===== src/rtl/spih_pkg.sv =====
package spih_pkg;
  localparam logic [3:0] A_CFG  = 4'd0;
  localparam logic [3:0] A_XFER = 4'd1;
  localparam logic [3:0] A_STAT = 4'd2;
  localparam logic [3:0] A_TXD  = 4'd3;
  localparam logic [3:0] A_RXD  = 4'd4;
  localparam logic [3:0] A_CS   = 4'd5;
  localparam logic [3:0] A_IEN  = 4'd6;
  localparam logic [3:0] A_IST  = 4'd7;
  localparam logic [3:0] A_THR  = 4'd8;
  localparam logic [3:0] A_INFO = 4'd9;
  localparam logic [3:0] A_SRST = 4'd10;

  localparam int unsigned IRQ_N = 3;

  typedef enum logic [1:0] {E_IDLE, E_START, E_WAIT, E_SHIFT} eng_st_t;
  typedef enum logic [1:0] {SR_OFF, SR_TX, SR_ENG, SR_RX} srst_t;

  // Serial clock level: rests at cpol, is active in the second half of a bit
  // for phase 0 and in the first half for phase 1.
  function automatic logic sclk_level(logic cpol, logic cpha, logic active, logic half);
    return cpol ^ (active & (cpha ? ~half : half));
  endfunction

  // Sticky flag update: write-one-to-clear, new events win.
  function automatic logic [IRQ_N-1:0] sticky_next(logic [IRQ_N-1:0] cur,
                                                   logic [IRQ_N-1:0] clr,
                                                   logic [IRQ_N-1:0] set);
    return (cur & ~clr) | set;
  endfunction
endpackage


===== src/rtl/spih_fifo.sv =====
module spih_fifo #(
  parameter int unsigned DEPTH = 16,
  parameter int unsigned W     = 8,
  localparam int unsigned AW   = $clog2(DEPTH),
  localparam int unsigned LW   = $clog2(DEPTH + 1)
) (
  input  logic          clk,
  input  logic          rst_n,
  input  logic          clr,
  input  logic          push,
  input  logic [W-1:0]  din,
  input  logic          pop,
  output logic [W-1:0]  dout,
  output logic          empty,
  output logic          full,
  output logic [LW-1:0] level
);
  logic [W-1:0]  mem [DEPTH];
  logic [AW-1:0] wptr, rptr;
  logic          do_push, do_pop;

  assign empty   = (level == '0);
  assign full    = (level == LW'(DEPTH));
  assign do_push = push && !full;
  assign do_pop  = pop && !empty;
  assign dout    = mem[rptr];

  function automatic logic [AW-1:0] ptr_inc(logic [AW-1:0] p);
    return (p == AW'(DEPTH - 1)) ? '0 : p + 1'b1;
  endfunction

  always_ff @(posedge clk or negedge rst_n) begin
    if (!rst_n) begin
      wptr  <= '0;
      rptr  <= '0;
      level <= '0;
    end else if (clr) begin
      wptr  <= '0;
      rptr  <= '0;
      level <= '0;
    end else begin
      if (do_push) wptr <= ptr_inc(wptr);
      if (do_pop)  rptr <= ptr_inc(rptr);
      case ({do_push, do_pop})
        2'b10:   level <= level + 1'b1;
        2'b01:   level <= level - 1'b1;
        default: level <= level;
      endcase
    end
  end

  always_ff @(posedge clk) begin
    if (do_push && !clr) mem[wptr] <= din;
  end
endmodule


===== src/rtl/spih_shift.sv =====
module spih_shift
  import spih_pkg::*;
#(
  parameter int unsigned DIV_W = 16,
  parameter int unsigned CNT_W = 16
) (
  input  logic             clk,
  input  logic             rst_n,
  input  logic             abort,
  input  logic             start,
  input  logic [CNT_W-1:0] count,
  input  logic             tx_en,
  input  logic             rx_en,
  input  logic [DIV_W-1:0] div,
  input  logic             cpol,
  input  logic             cpha,
  input  logic             miso,
  input  logic             tx_empty,
  input  logic [7:0]       tx_data,
  input  logic             rx_full,
  output logic             tx_pop,
  output logic             rx_push,
  output logic [7:0]       rx_data,
  output logic             sclk,
  output logic             mosi,
  output logic             busy,
  output logic             done,
  output logic             stall
);
  eng_st_t          st;
  logic [CNT_W-1:0] remain;
  logic [DIV_W-1:0] cnt;
  logic             half;
  logic [2:0]       bitn;
  logic [7:0]       txsh, rxsh;
  logic             txen_q, rxen_q;
  logic             tick, byte_go, byte_end;

  assign tick     = (cnt == div);
  assign byte_go  = (st == E_WAIT) && (!txen_q || !tx_empty) && (!rxen_q || !rx_full);
  assign byte_end = (st == E_SHIFT) && tick && half && (bitn == 3'd7);

  assign busy    = (st != E_IDLE);
  assign stall   = (st == E_WAIT) && !byte_go;
  assign done    = ((st == E_START) && (remain == '0)) ||
                   (byte_end && (remain == CNT_W'(1)));
  assign tx_pop  = byte_go && txen_q;
  assign rx_push = byte_end && rxen_q;
  assign rx_data = rxsh;
  assign mosi    = (st == E_SHIFT) ? txsh[7] : 1'b1;
  assign sclk    = sclk_level(cpol, cpha, st == E_SHIFT, half);

  always_ff @(posedge clk or negedge rst_n) begin
    if (!rst_n) begin
      st     <= E_IDLE;
      remain <= '0;
      cnt    <= '0;
      half   <= 1'b0;
      bitn   <= '0;
      txsh   <= 8'hFF;
      rxsh   <= '0;
      txen_q <= 1'b0;
      rxen_q <= 1'b0;
    end else if (abort) begin
      st   <= E_IDLE;
      cnt  <= '0;
      half <= 1'b0;
      bitn <= '0;
    end else begin
      case (st)
        E_IDLE: if (start) begin
          st     <= E_START;
          remain <= count;
          txen_q <= tx_en;
          rxen_q <= rx_en;
        end
        E_START: st <= (remain == '0) ? E_IDLE : E_WAIT;
        E_WAIT: if (byte_go) begin
          st   <= E_SHIFT;
          txsh <= txen_q ? tx_data : 8'hFF;
          cnt  <= '0;
          half <= 1'b0;
          bitn <= '0;
        end
        E_SHIFT: begin
          if (tick) begin
            cnt <= '0;
            if (!half) begin
              half <= 1'b1;
              rxsh <= {rxsh[6:0], miso};
            end else begin
              half <= 1'b0;
              txsh <= {txsh[6:0], 1'b1};
              bitn <= bitn + 1'b1;
              if (bitn == 3'd7) begin
                remain <= remain - 1'b1;
                st     <= (remain == CNT_W'(1)) ? E_IDLE : E_WAIT;
              end
            end
          end else begin
            cnt <= cnt + 1'b1;
          end
        end
        default: st <= E_IDLE;
      endcase
    end
  end
endmodule


===== src/rtl/spih_top.sv =====
module spih_top
  import spih_pkg::*;
#(
  parameter int unsigned DIV_W    = 16,
  parameter int unsigned CNT_W    = 16,
  parameter int unsigned NCS      = 4,
  parameter int unsigned TX_DEPTH = 16,
  parameter int unsigned RX_DEPTH = 16
) (
  input  logic             clk,
  input  logic             rst_n,
  input  logic             wr_en_i,
  input  logic             rd_en_i,
  input  logic [3:0]       addr_i,
  input  logic [31:0]      wdata_i,
  output logic [31:0]      rdata_o,
  output logic             sclk_o,
  output logic             mosi_o,
  input  logic             miso_i,
  output logic [NCS-1:0]   cs_n_o,
  output logic [IRQ_N-1:0] irq_o
);
  localparam int unsigned TLW    = $clog2(TX_DEPTH + 1);
  localparam int unsigned RLW    = $clog2(RX_DEPTH + 1);
  localparam int unsigned B_CPOL = 16;
  localparam int unsigned B_CPHA = 17;
  localparam int unsigned B_LOOP = 18;
  localparam int unsigned B_TXEN = 16;
  localparam int unsigned B_RXEN = 17;

  logic [DIV_W-1:0] div_q;
  logic             cpol_q, cpha_q, loop_q;
  logic [NCS-1:0]   cs_q;
  logic [IRQ_N-1:0] ien_q, ist_q;
  logic [RLW-1:0]   rx_thr_q;
  logic [TLW-1:0]   tx_thr_q;
  srst_t            sr_q;

  // named internal events
  logic tx_clr, eng_abort, rx_clr;
  logic eng_start, xfer_zero, ist_wr;
  logic tx_push, tx_pop, rx_push, rx_pop;
  logic tx_empty, tx_full, rx_empty, rx_full;
  logic [TLW-1:0] tx_level;
  logic [RLW-1:0] rx_level;
  logic [7:0] tx_dout, rx_dout, rx_din;
  logic eng_busy, eng_done, eng_stall, miso_eff, mosi_w;
  logic [IRQ_N-1:0] ist_set;
  logic unused_wbits;

  function automatic logic hit(logic we, logic [3:0] a, logic [3:0] reg_a);
    return we && (a == reg_a);
  endfunction

  assign unused_wbits = ^wdata_i;
  assign tx_clr     = (sr_q == SR_TX);
  assign eng_abort  = (sr_q == SR_ENG);
  assign rx_clr     = (sr_q == SR_RX);
  assign eng_start  = hit(wr_en_i, addr_i, A_XFER) && (sr_q == SR_OFF);
  assign xfer_zero  = (wdata_i[CNT_W-1:0] == '0);
  assign ist_wr     = hit(wr_en_i, addr_i, A_IST);
  assign tx_push    = hit(wr_en_i, addr_i, A_TXD);
  assign rx_pop     = hit(rd_en_i, addr_i, A_RXD);
  assign miso_eff   = loop_q ? mosi_w : miso_i;
  assign mosi_o     = mosi_w;
  assign cs_n_o     = cs_q;
  assign irq_o      = ist_q & ien_q;
  assign ist_set    = {(tx_level <= tx_thr_q), (rx_level >= rx_thr_q), eng_done};

  spih_fifo #(.DEPTH(TX_DEPTH), .W(8)) u_txf (
    .clk(clk), .rst_n(rst_n), .clr(tx_clr), .push(tx_push), .din(wdata_i[7:0]),
    .pop(tx_pop), .dout(tx_dout), .empty(tx_empty), .full(tx_full), .level(tx_level));

  spih_fifo #(.DEPTH(RX_DEPTH), .W(8)) u_rxf (
    .clk(clk), .rst_n(rst_n), .clr(rx_clr), .push(rx_push), .din(rx_din),
    .pop(rx_pop), .dout(rx_dout), .empty(rx_empty), .full(rx_full), .level(rx_level));

  spih_shift #(.DIV_W(DIV_W), .CNT_W(CNT_W)) u_eng (
    .clk(clk), .rst_n(rst_n), .abort(eng_abort), .start(eng_start),
    .count(wdata_i[CNT_W-1:0]), .tx_en(wdata_i[B_TXEN]), .rx_en(wdata_i[B_RXEN]),
    .div(div_q), .cpol(cpol_q), .cpha(cpha_q), .miso(miso_eff),
    .tx_empty(tx_empty), .tx_data(tx_dout), .rx_full(rx_full),
    .tx_pop(tx_pop), .rx_push(rx_push), .rx_data(rx_din),
    .sclk(sclk_o), .mosi(mosi_w), .busy(eng_busy), .done(eng_done), .stall(eng_stall));

  always_ff @(posedge clk or negedge rst_n) begin
    if (!rst_n) begin
      div_q    <= '0;
      cpol_q   <= 1'b0;
      cpha_q   <= 1'b0;
      loop_q   <= 1'b0;
      cs_q     <= '1;
      ien_q    <= '0;
      ist_q    <= '0;
      rx_thr_q <= RLW'(1);
      tx_thr_q <= '0;
      sr_q     <= SR_OFF;
    end else begin
      if (hit(wr_en_i, addr_i, A_CFG)) begin
        div_q  <= wdata_i[DIV_W-1:0];
        cpol_q <= wdata_i[B_CPOL];
        cpha_q <= wdata_i[B_CPHA];
        loop_q <= wdata_i[B_LOOP];
      end
      if (hit(wr_en_i, addr_i, A_CS))  cs_q  <= wdata_i[NCS-1:0];
      if (hit(wr_en_i, addr_i, A_IEN)) ien_q <= wdata_i[IRQ_N-1:0];
      if (hit(wr_en_i, addr_i, A_THR)) begin
        rx_thr_q <= wdata_i[RLW-1:0];
        tx_thr_q <= wdata_i[8 +: TLW];
      end
      ist_q <= sticky_next(ist_q, ist_wr ? wdata_i[IRQ_N-1:0] : '0, ist_set);
      case (sr_q)
        SR_OFF:  if (hit(wr_en_i, addr_i, A_SRST) && wdata_i[0]) sr_q <= SR_TX;
        SR_TX:   sr_q <= SR_ENG;
        SR_ENG:  sr_q <= SR_RX;
        default: sr_q <= SR_OFF;
      endcase
    end
  end

  always_comb begin
    rdata_o = '0;
    case (addr_i)
      A_CFG: begin
        rdata_o[DIV_W-1:0] = div_q;
        rdata_o[B_CPOL]    = cpol_q;
        rdata_o[B_CPHA]    = cpha_q;
        rdata_o[B_LOOP]    = loop_q;
      end
      A_STAT: begin
        rdata_o[0]          = !eng_busy && (sr_q == SR_OFF);
        rdata_o[8 +: TLW]   = tx_level;
        rdata_o[16 +: RLW]  = rx_level;
      end
      A_RXD:  rdata_o[7:0]       = rx_dout;
      A_CS:   rdata_o[NCS-1:0]   = cs_q;
      A_IEN:  rdata_o[IRQ_N-1:0] = ien_q;
      A_IST:  rdata_o[IRQ_N-1:0] = ist_q;
      A_THR: begin
        rdata_o[RLW-1:0]  = rx_thr_q;
        rdata_o[8 +: TLW] = tx_thr_q;
      end
      A_INFO: begin
        rdata_o[7:0]  = 8'(TX_DEPTH);
        rdata_o[15:8] = 8'(RX_DEPTH);
      end
      default: rdata_o = '0;
    endcase
  end
endmodule


===== config.mk =====
export PLATFORM = sky130hd
export DESIGN_NAME = spih_top
export DESIGN_NICKNAME = d
export VERILOG_FILES = /design/src/rtl/spih_pkg.sv /design/src/rtl/spih_fifo.sv /design/src/rtl/spih_shift.sv /design/src/rtl/spih_top.sv
export SDC_FILE = /design/constraint.sdc
export NUM_CORES = 1
export LEC_CHECK = 0
export BUFFER_PORTS_ARGS = -buffer_cell sky130_fd_sc_hd__buf_2
export CORE_ASPECT_RATIO = 0.7
export CORE_MARGIN = 3
export CORE_UTILIZATION = 40
export CTS_CLUSTER_DIAMETER = 200
export DETAILED_ROUTE_END_ITERATION = 8
export GPL_TIMING_DRIVEN = 0
export SLEW_MARGIN = 30
export SYNTH_ARGS = -nofsm -noshare
export SYNTH_HDL_FRONTEND = slang
export SYNTH_HIERARCHICAL = 1
export SYNTH_SLANG_ARGS = --single-unit

===== constraint.sdc =====
create_clock -name clk -period 9.77 [get_ports clk]
set_clock_uncertainty 0.2 [all_clocks]
set_input_delay 1.954 -clock clk [delete_from_list [all_inputs] [get_ports clk]]
set_output_delay 1.954 -clock clk [all_outputs]
set_load 0.005 [all_outputs]

# Word-level counts from Yosys, hierarchy flattened
# Memories as Yosys holds them, arrays and structs flattened.
# Index checks and enable logic that the tools add are counted.
[totals]
out_inout_bits = 41
in_bits = 41
mem_count = 2
ff_bits = 123
ramBits = 256
[classes]
n_bitwise = 8
magnitude_cmp = 2
muxes = 68
n_addsub = 11
n_reduce_logical = 63
eq_ne = 40
[mem_list]
columns = ["memory", "depth", "width", "rd", "rd_ports_with_merged_regs", "wr", "line", "rtl"]
rows = [
  ["u_rxf.mem", 16, 8, 1, 0, 1, "spih_fifo.sv:18", "logic [W-1:0] mem [DEPTH];"],
  ["u_txf.mem", 16, 8, 1, 0, 1, "spih_fifo.sv:18", ""],
]
[ops]
columns = ["cell", "count"]
rows = [
  ["two-way mux 16 bit", 7],
  ["one-hot mux 16 bit (2 select lines)", 2],
  ["two-way mux 4 bit", 12],
  ["two-way mux 8 bit", 4],
  ["equality test 4 bit (second input constant)", 7],
  ["logical AND 1 bit", 27],
  ["two-way mux 2 bit", 10],
  ["one-hot mux 5 bit (2 select lines)", 2],
  ["one-hot mux 5 bit (4 select lines)", 1],
  ["two-way mux 3 bit", 6],
  ["one-hot mux 3 bit (2 select lines)", 3],
  ["adder 16 x 1 -> 16 bit (second input constant)", 1],
  ["adder 4 x 1 -> 4 bit (second input constant)", 4],
  ["equality test 16 x 1 -> 1 bit (second input constant)", 1],
  ["equality test 16 bit", 1],
  ["equality test 4 x 3 -> 1 bit (second input constant)", 4],
  ["zero test 16 bit", 1],
  ["one-hot mux 8 bit (2 select lines)", 1],
  ["subtractor 16 x 1 -> 16 bit (second input constant)", 1],
  ["nonzero test 2 bit", 7],
  ["equality test 2 bit (second input constant)", 6],
  ["one-hot mux 2 bit (6 select lines)", 1],
  ["two-way mux 1 bit", 11],
  ["adder 5 x 1 -> 5 bit (second input constant)", 2],
  ["other kinds (36)", 70],
]

# Longest topological paths before layout
# Gate-level depths: netlist of run 1.
[logic_depth]
depth_word = 10
mapped_depth = 15
ltp_nobuf = 13

# Cells and area by module
# The synthesis of run 1 kept the hierarchy.
[by_module_without_submodules]
columns = ["mod", "instances", "area_each_um2", "cells_per_inst"]
rows = [
  ["spih_fifo at u_txf", 1, 5948.2, 306],
  ["spih_fifo at u_rxf", 1, 5903.2, 359],
  ["spih_shift", 1, 3360.7, 364],
  ["spih_top", 1, 2580.0, 224],
]

# Worst setup path after synthesis of run 1
# No wires, ideal clock.
[synth_timing]
path_kind = "in2out"
from = "input port addr_i[3]"
to = "output port rdata_o[10]"
path_stages = 4
slack_ps = 4683
arrival_ps = 2933
path_cell_list = "buf_2 -> nor4b_2 -> a22oi_1 -> nand2_1"
[synth_via]
elab_chain_cells = 2
word_cells_on_any_way = 5
[synth_lines]
columns = ["element", "line", "rtl"]
rows = [
  ["start, declared", "spih_top.sv:14", "input logic [3:0] addr_i,"],
  ["equality test 4 bit, or another cell as far along", "spih_top.sv:123", "case (addr_i)"],
  ["one-hot mux 5 bit (4 select lines) *", "spih_top.sv:123", ""],
  ["end, declared", "spih_top.sv:16", "output logic [31:0] rdata_o,"],
]
# Mark *: on every way between the ends. The rest lies on a longest branch, timed or not.

# Final worst setup path of run 1
[layout_timing]
from = "register u_rxf.rptr[1]"
to = "output port rdata_o[6]"
[layout_via]
elab_chain_cells = 2
[layout_lines]
columns = ["element", "line", "rtl"]
rows = [
  ["start, declared", "spih_fifo.sv:19", "logic [AW-1:0] wptr, rptr;"],
  ["start signal, assigned", "spih_fifo.sv:43", "if (do_pop) rptr <= ptr_inc(rptr);"],
  ["memory (16 x 8 bit)", "--", ""],
  ["net rx_dout[6]", "spih_top.sv:46", "logic [7:0] tx_dout, rx_dout, rx_din;"],
  ["one-hot mux 3 bit (2 select lines)", "spih_top.sv:123", ""],
]
# The timed path passes the listed nets, and every way through them passes these cells.

==> results of run 1 <==
==> metrics by stage <==
step	area [um^2]	hold slack [ps]	cells	util (%)
after floorplan	17820	250.0	1261	-
after global placement	18820	278.8	1900	43.65
after detailed placement	18910	283.7	1901	43.85
after CTS	20170	300.9	1971	46.77
after global routing	20180	319.8	1971	46.80
final	20180	299.3	1972	46.80
==> routing by layer <==
metal / share of wire (%) / GRT usage, % / vias to the layer above
met5: 0 / 0 / -
met4: 1.5 / 3.807 / 0
met3: 8.5 / 4.494 / 52
met2: 40 / 26.42 / 445
met1: 50 / 32.79 / 5802
li1: - / - / 5041
==> placed cells by master (no fill, tap or decap), drive strengths merged, types with 8 or more instances in the layout <==
| cell type | n |
|---|---|
| buf | 104 |
| mux2 | 51 |
| o211ai | 13 |
| ha | 36 |
| o21ai | 26 |
| nand2b | 10 |
| clkinv | 14 |
| and2 | 13 |
| or4 | 9 |
| a31oi | 9 |
| dfstp | 13 |
| mux2i | 48 |
| nand2 | 87 |
| nor4 | 16 |
| nor3 | 22 |
| nor2 | 82 |
| xor2 | 32 |
| edfxtp | 256 |
| a21oi | 30 |
| conb | 11 |
| nand4 | 14 |
| nor2b | 8 |
| nand3 | 33 |
| dfrtp | 110 |
| a22oi | 14 |
| inv | 42 |
| clkbuf | 77 |
| a221oi | 16 |
| or3 | 16 |
| o311ai | 8 |
| mux4 | 59 |
==> power by group <==
part,internal [uW],switching [uW],leakage [uW]
sequential,1820,110,0.00369
clock,839,642,0.000597
combinational,189,277,0.00296
==> layout make-up <==
type / count / area [um^2]
fillers: 3805 / 22940
flip-flops and latches: 379 / 10780
multi-input cells: 763 / 6494
clock buffers: 48 / 1031
well taps: 585 / 732.0
plain buffers: 78 / 450.4
repair buffers: 55 / 307.8
clock inverters: 22 / 227.7
inverters: 41 / 153.9
diodes: 1 / 2.502
==> state kept, by name (all words and copies together) (netlist names), 2 cells and up <==
name and flops:
cs_n_o 4, div_q 16, ien_q 3, ist_q 3, rx_thr_q 5, sr_q 2
tx_thr_q 5, u_eng/bitn 3, u_eng/cnt 16, u_eng/remain 16, u_eng/rx_data 8, u_eng/st 2
u_eng/txsh 8, u_rxf/level 5, u_rxf/mem 128, u_rxf/rptr 4, u_rxf/wptr 4, u_txf/level 5
u_txf/mem 128, u_txf/rptr 4, u_txf/wptr 4
==> critical path, cell delays in order, from the launching register on <==
cell and delay, ps:
dfrtp_1 400, buf_2 230, and2_1 190, clkbuf_1 230, buf_2 270, a221oi_1 630, a22oi_1 200, nand2_1 150
mux2i_1 80, nor4_1 640, buf_2 250
==> worst max-delay path by stage <==
stage	cells after the start	to
4_1_cts	10	rdata_o[6]
3_3_place_gp	8	u_txf/mem[1][6]
3_5_place_dp	8	u_txf/mem[12][5]
5_1_grt	10	rdata_o[6]
6_report	10	rdata_o[6]
2_1_floorplan	4	rdata_o[10]
==> impl_metrics.ini, run 1 <==
[worst_setup_path]
startpoint = u_rxf/rptr[1]
cp.arrival_ps = 3830
crit_fanout = 10
timing.rr.start = div_q[13]
cp-end-kind = output port
crit_type = register to output port
critPathLaunchType = register
required_ps = 7620
worst-r2r-setup-slack_ps = 4550
reg2reg_depth = 10
regToRegEndpoint = u_rxf/mem[11][2]

[synthesis]
synth_warnings = 6
syn_inst = 1251
synth.cell_area_mm2 = 0.01778
syn_avg_cell_area_um2 = 14.21

[clock_network]
clockBufferDepth = 3
post_cts_resized = 0
cts_tree = yes
clkTransAtPathRegs_ps = 60
cts-root-buf = clkbuf_16
cts_setup_buffers = 0
cts_num_sinks = 379
clk_latency_ps = 550
numCtsBuffers = 39
ctsHoldBuffers = 0
h-tree-depth = 2

[final_layout]
drive_gt1_share_pct = 21.00
nNetsFinal = 1436
area_growth_syn_to_layout_pct = 13.49

[place]
dpl.hpwl_um = 33070
portBuffers = 54
place_congestion = 0.9293
pre_cts_ws_ps = 3735

[route]
drc_errors = 0
drtIter0Drc = 1182
vias_per_cell = 5.751
detail_route.wl_per_cell_um = 23.77
drt_wl_total_um = 46870
drtAntennaViolNets = 0
dr_total_vias = 11340
firstDrtPassIters = 5

[power]
ir_drop_uv = 111.9
leakagePower_uw = 0.007252
power.density_mw_per_mm2 = 191.9
fin_total_pwr_uw = 3873

[sta]
post-route-period-util_pct = 61.25
grt_setup_unrepaired = no
worst_pin_slew_ps = 912.1
setup_slack_ps = 3786
setup_viol = 0
final.min_clock_period_ps = 5984
drv_slew = 0
setup_tns_ps = 0
max_slew_margin_pct = 38.97
clock.fmax_mhz = 167.1
hold_viol = 0

[min_path]
whs_path_depth = 1
min_to = u_eng/bitn[0]
hold_start = u_eng/bitn[0]
hp-class = register to register

[grt]
antenna_found_initial = 0
grt_pass1_wl_um = 70460
first_global_vias = 10910
overflow = 0
grt.total_usage_pct = 19.90
grt_max_degree = 75

[run_status]
status = completed

[die]
die-area_mm2 = 0.04706
die_w_um = 258.0
io_pins = 82
die_h_um = 182.4
fp.coreArea_mm2 = 0.04312
initial_utilization_pct = 41.24
rows = 63

[run]
cap_viol_max_count = 0
Note: power is estimated with default switching activity, not from simulation.
==> run 2, diff against run 1 <==
- ABC_AREA: not set -> 1
- clock period: 9.77 -> 6.1 ns (I/O delays scaled with it)
==> run 2 against run 1 <==
Compared with the run above: area after synthesis increased by 3.4%; highest routed layer is now met5; total power increased by 75%; count of clock-buffer cells in the layout decreased by 2; sequential share of layout area decreased by 1.3 points; critical endpoint is now rdata_o[16]; routed wire length increased by 11%; sequential cell count unchanged; largest power group unchanged; setup slack got worse by 1800 ps; critical path depth decreased by 2; via count increased by 28%; register-to-register slack got worse by 2300 ps; utilization decreased by 1.0 points; cell count increased by 37%.
==> impl_metrics.ini, run 2 <==
[worst_setup_path]
cpLargestDelayFamily = simple AND/OR/NAND/NOR gates
crit_cells = 8
reg2reg_depth = 14
cp_slowest_cell = nor2_2
required_ps = 4680
critPathLaunchType = primary input
cp.arrival_ps = 2720
cp_cell_sequence = buf_2, nor2_2, nand2_4, clkinv_2, buf_2, nand2_1, o21ai_0, buf_2
max_stage_delay_ps = 340
crit_type = primary input to output port
crit_top_cell = buf_2
path_buf_inv = 4
crit_fanout = 10
cp-end-kind = output port

[final_layout]
layout_commonest_cell = nand2_1
reg.largest.list = u_rxf/mem: 128 flops, u_txf/mem: 128 flops
final_cell_area_mm2 = 0.02070
drive_gt1_share_pct = 13.05
area_growth_syn_to_layout_pct = 12.55
final_cell_mix = nand2_1 (530), edfxtp_1 (256), nor2_1 (225)
layout.cells.non_filler = 2711
n_antenna_cell = 0
nNetsFinal = 2157

[sta]
post-route-period-util_pct = 67.80
setup_tns_ps = 0
final.min_clock_period_ps = 4136
grt_setup_unrepaired = no
max_slew_margin_pct = 35.83
setup_slack_ps = 1964
worst_pin_slew_ps = 959.0
drv_slew = 0
setup_viol = 0
hold_viol = 0
clock.fmax_mhz = 241.8
holdWs_ps = 263.9

[clock_network]
post_cts_resized = 0
cts-root-buf = clkbuf_16
cts_tree = yes
h-tree-depth = 2
ctsHoldBuffers = 0
clk_latency_ps = 560
clockBufferDepth = 3
clkTransAtPathRegs_ps = 60
numCtsBuffers = 38
cts_setup_buffers = 0
cts_num_sinks = 379

[route]
drc_errors = 0
firstDrtPassIters = 6
drt_wl_total_um = 51800
dr_total_vias = 14480
drtAntennaViolNets = 0
vias_per_cell = 5.341
drtIter0Drc = 1763
detail_route.wl_per_cell_um = 19.11

[power]
comb_power_share_pct = 20.2
leakagePower_uw = 0.008690
internal_power_uw = 4609
ir_drop_uv = 187.0
switchingPower_uw = 2173
power.density_mw_per_mm2 = 327.5
switching_share_pct = 32.04
p_clk_share_pct = 33.0
p_seq_share_pct = 46.7

[place]
pre_cts_ws_ps = 1957
placed_area_mm2 = 0.01954
portBuffers = 57
dpl.hpwl_um = 36660
place_congestion = 0.9075
dpl.cell_count = 2641

[die]
io_pins = 82
fp.coreArea_mm2 = 0.04522
rows = 65
die-area_mm2 = 0.04864
initial_utilization_pct = 40.68
die_w_um = 262.3
die_h_um = 185.4

[synthesis]
syn_avg_cell_area_um2 = 9.338
synth_warnings = 6
syn_inst = 1970
synth.cell_area_mm2 = 0.01840

[grt]
antenna_found_initial = 6
grt_pass1_wl_um = 79780
overflow = 0
grt.total_usage_pct = 21.17
first_global_vias = 13590
grt_max_degree = 82

[min_path]
hp-class = register to register
whs_path_depth = 2

[run_status]
status = completed

[run]
cap_viol_max_count = 0
[run 2: final timing paths]
path | startpoint | to | slack [ps]
max in group asynchronous | rst_n | cs_n_o[3] | 4500
min reg2reg | u_eng/txsh[2] | u_eng/txsh[2] | 260
min | u_eng/txsh[2] | u_eng/txsh[2] | 260
min in group asynchronous | rst_n | u_eng/remain[1] | 370
max | addr_i[3] | rdata_o[16] | 1960
max reg2reg | u_eng/cnt[3] | u_rxf/mem[14][5] | 2250
[run 2: routing by layer]
metal	global-route usage, %	vias to the layer above	wire length [um]
met5	0	-	8
met4	5.383	2	1096
met3	4.183	83	4419
met2	30.39	577	21390
met1	32.59	6991	24890
li1	-	6827	-
[run 2: power groups by stage]
stage	Clock, uW	Sequential, uW	Combinational [uW]
6_report	2240	3170	1370
5_1_grt	2400	3190	1550
4_1_cts	2290	3170	1350
3_5_place_dp	0	3220	1350
3_3_place_gp	0	3210	1320
2_1_floorplan	0	3140	951
[run 2: metrics by stage]
stage | utilization (%) | power (uW)
after CTS | 45.77 | 6807
after global placement | 43.06 | 4527
final | 45.79 | 6781
after floorplan | - | 4090
after detailed placement | 43.20 | 4561
after global routing | 45.79 | 7144
[run 2: area by class of cell]
type	instances	area, um^2
buffer	80	467.9
clock buffer	46	1002
clock inverter	24	161.4
fill	4386	24510
inverter	174	660.6
multi-input combinational	1347	6553
sequential	379	10780
tap	603	754.5
timing repair buffer	58	322.8
[run 2: tightest hold or removal path: stages, from the launching register on]
cell and delay [ps]:
dfstp_2 370, nand2_1 50, nand2_1 40
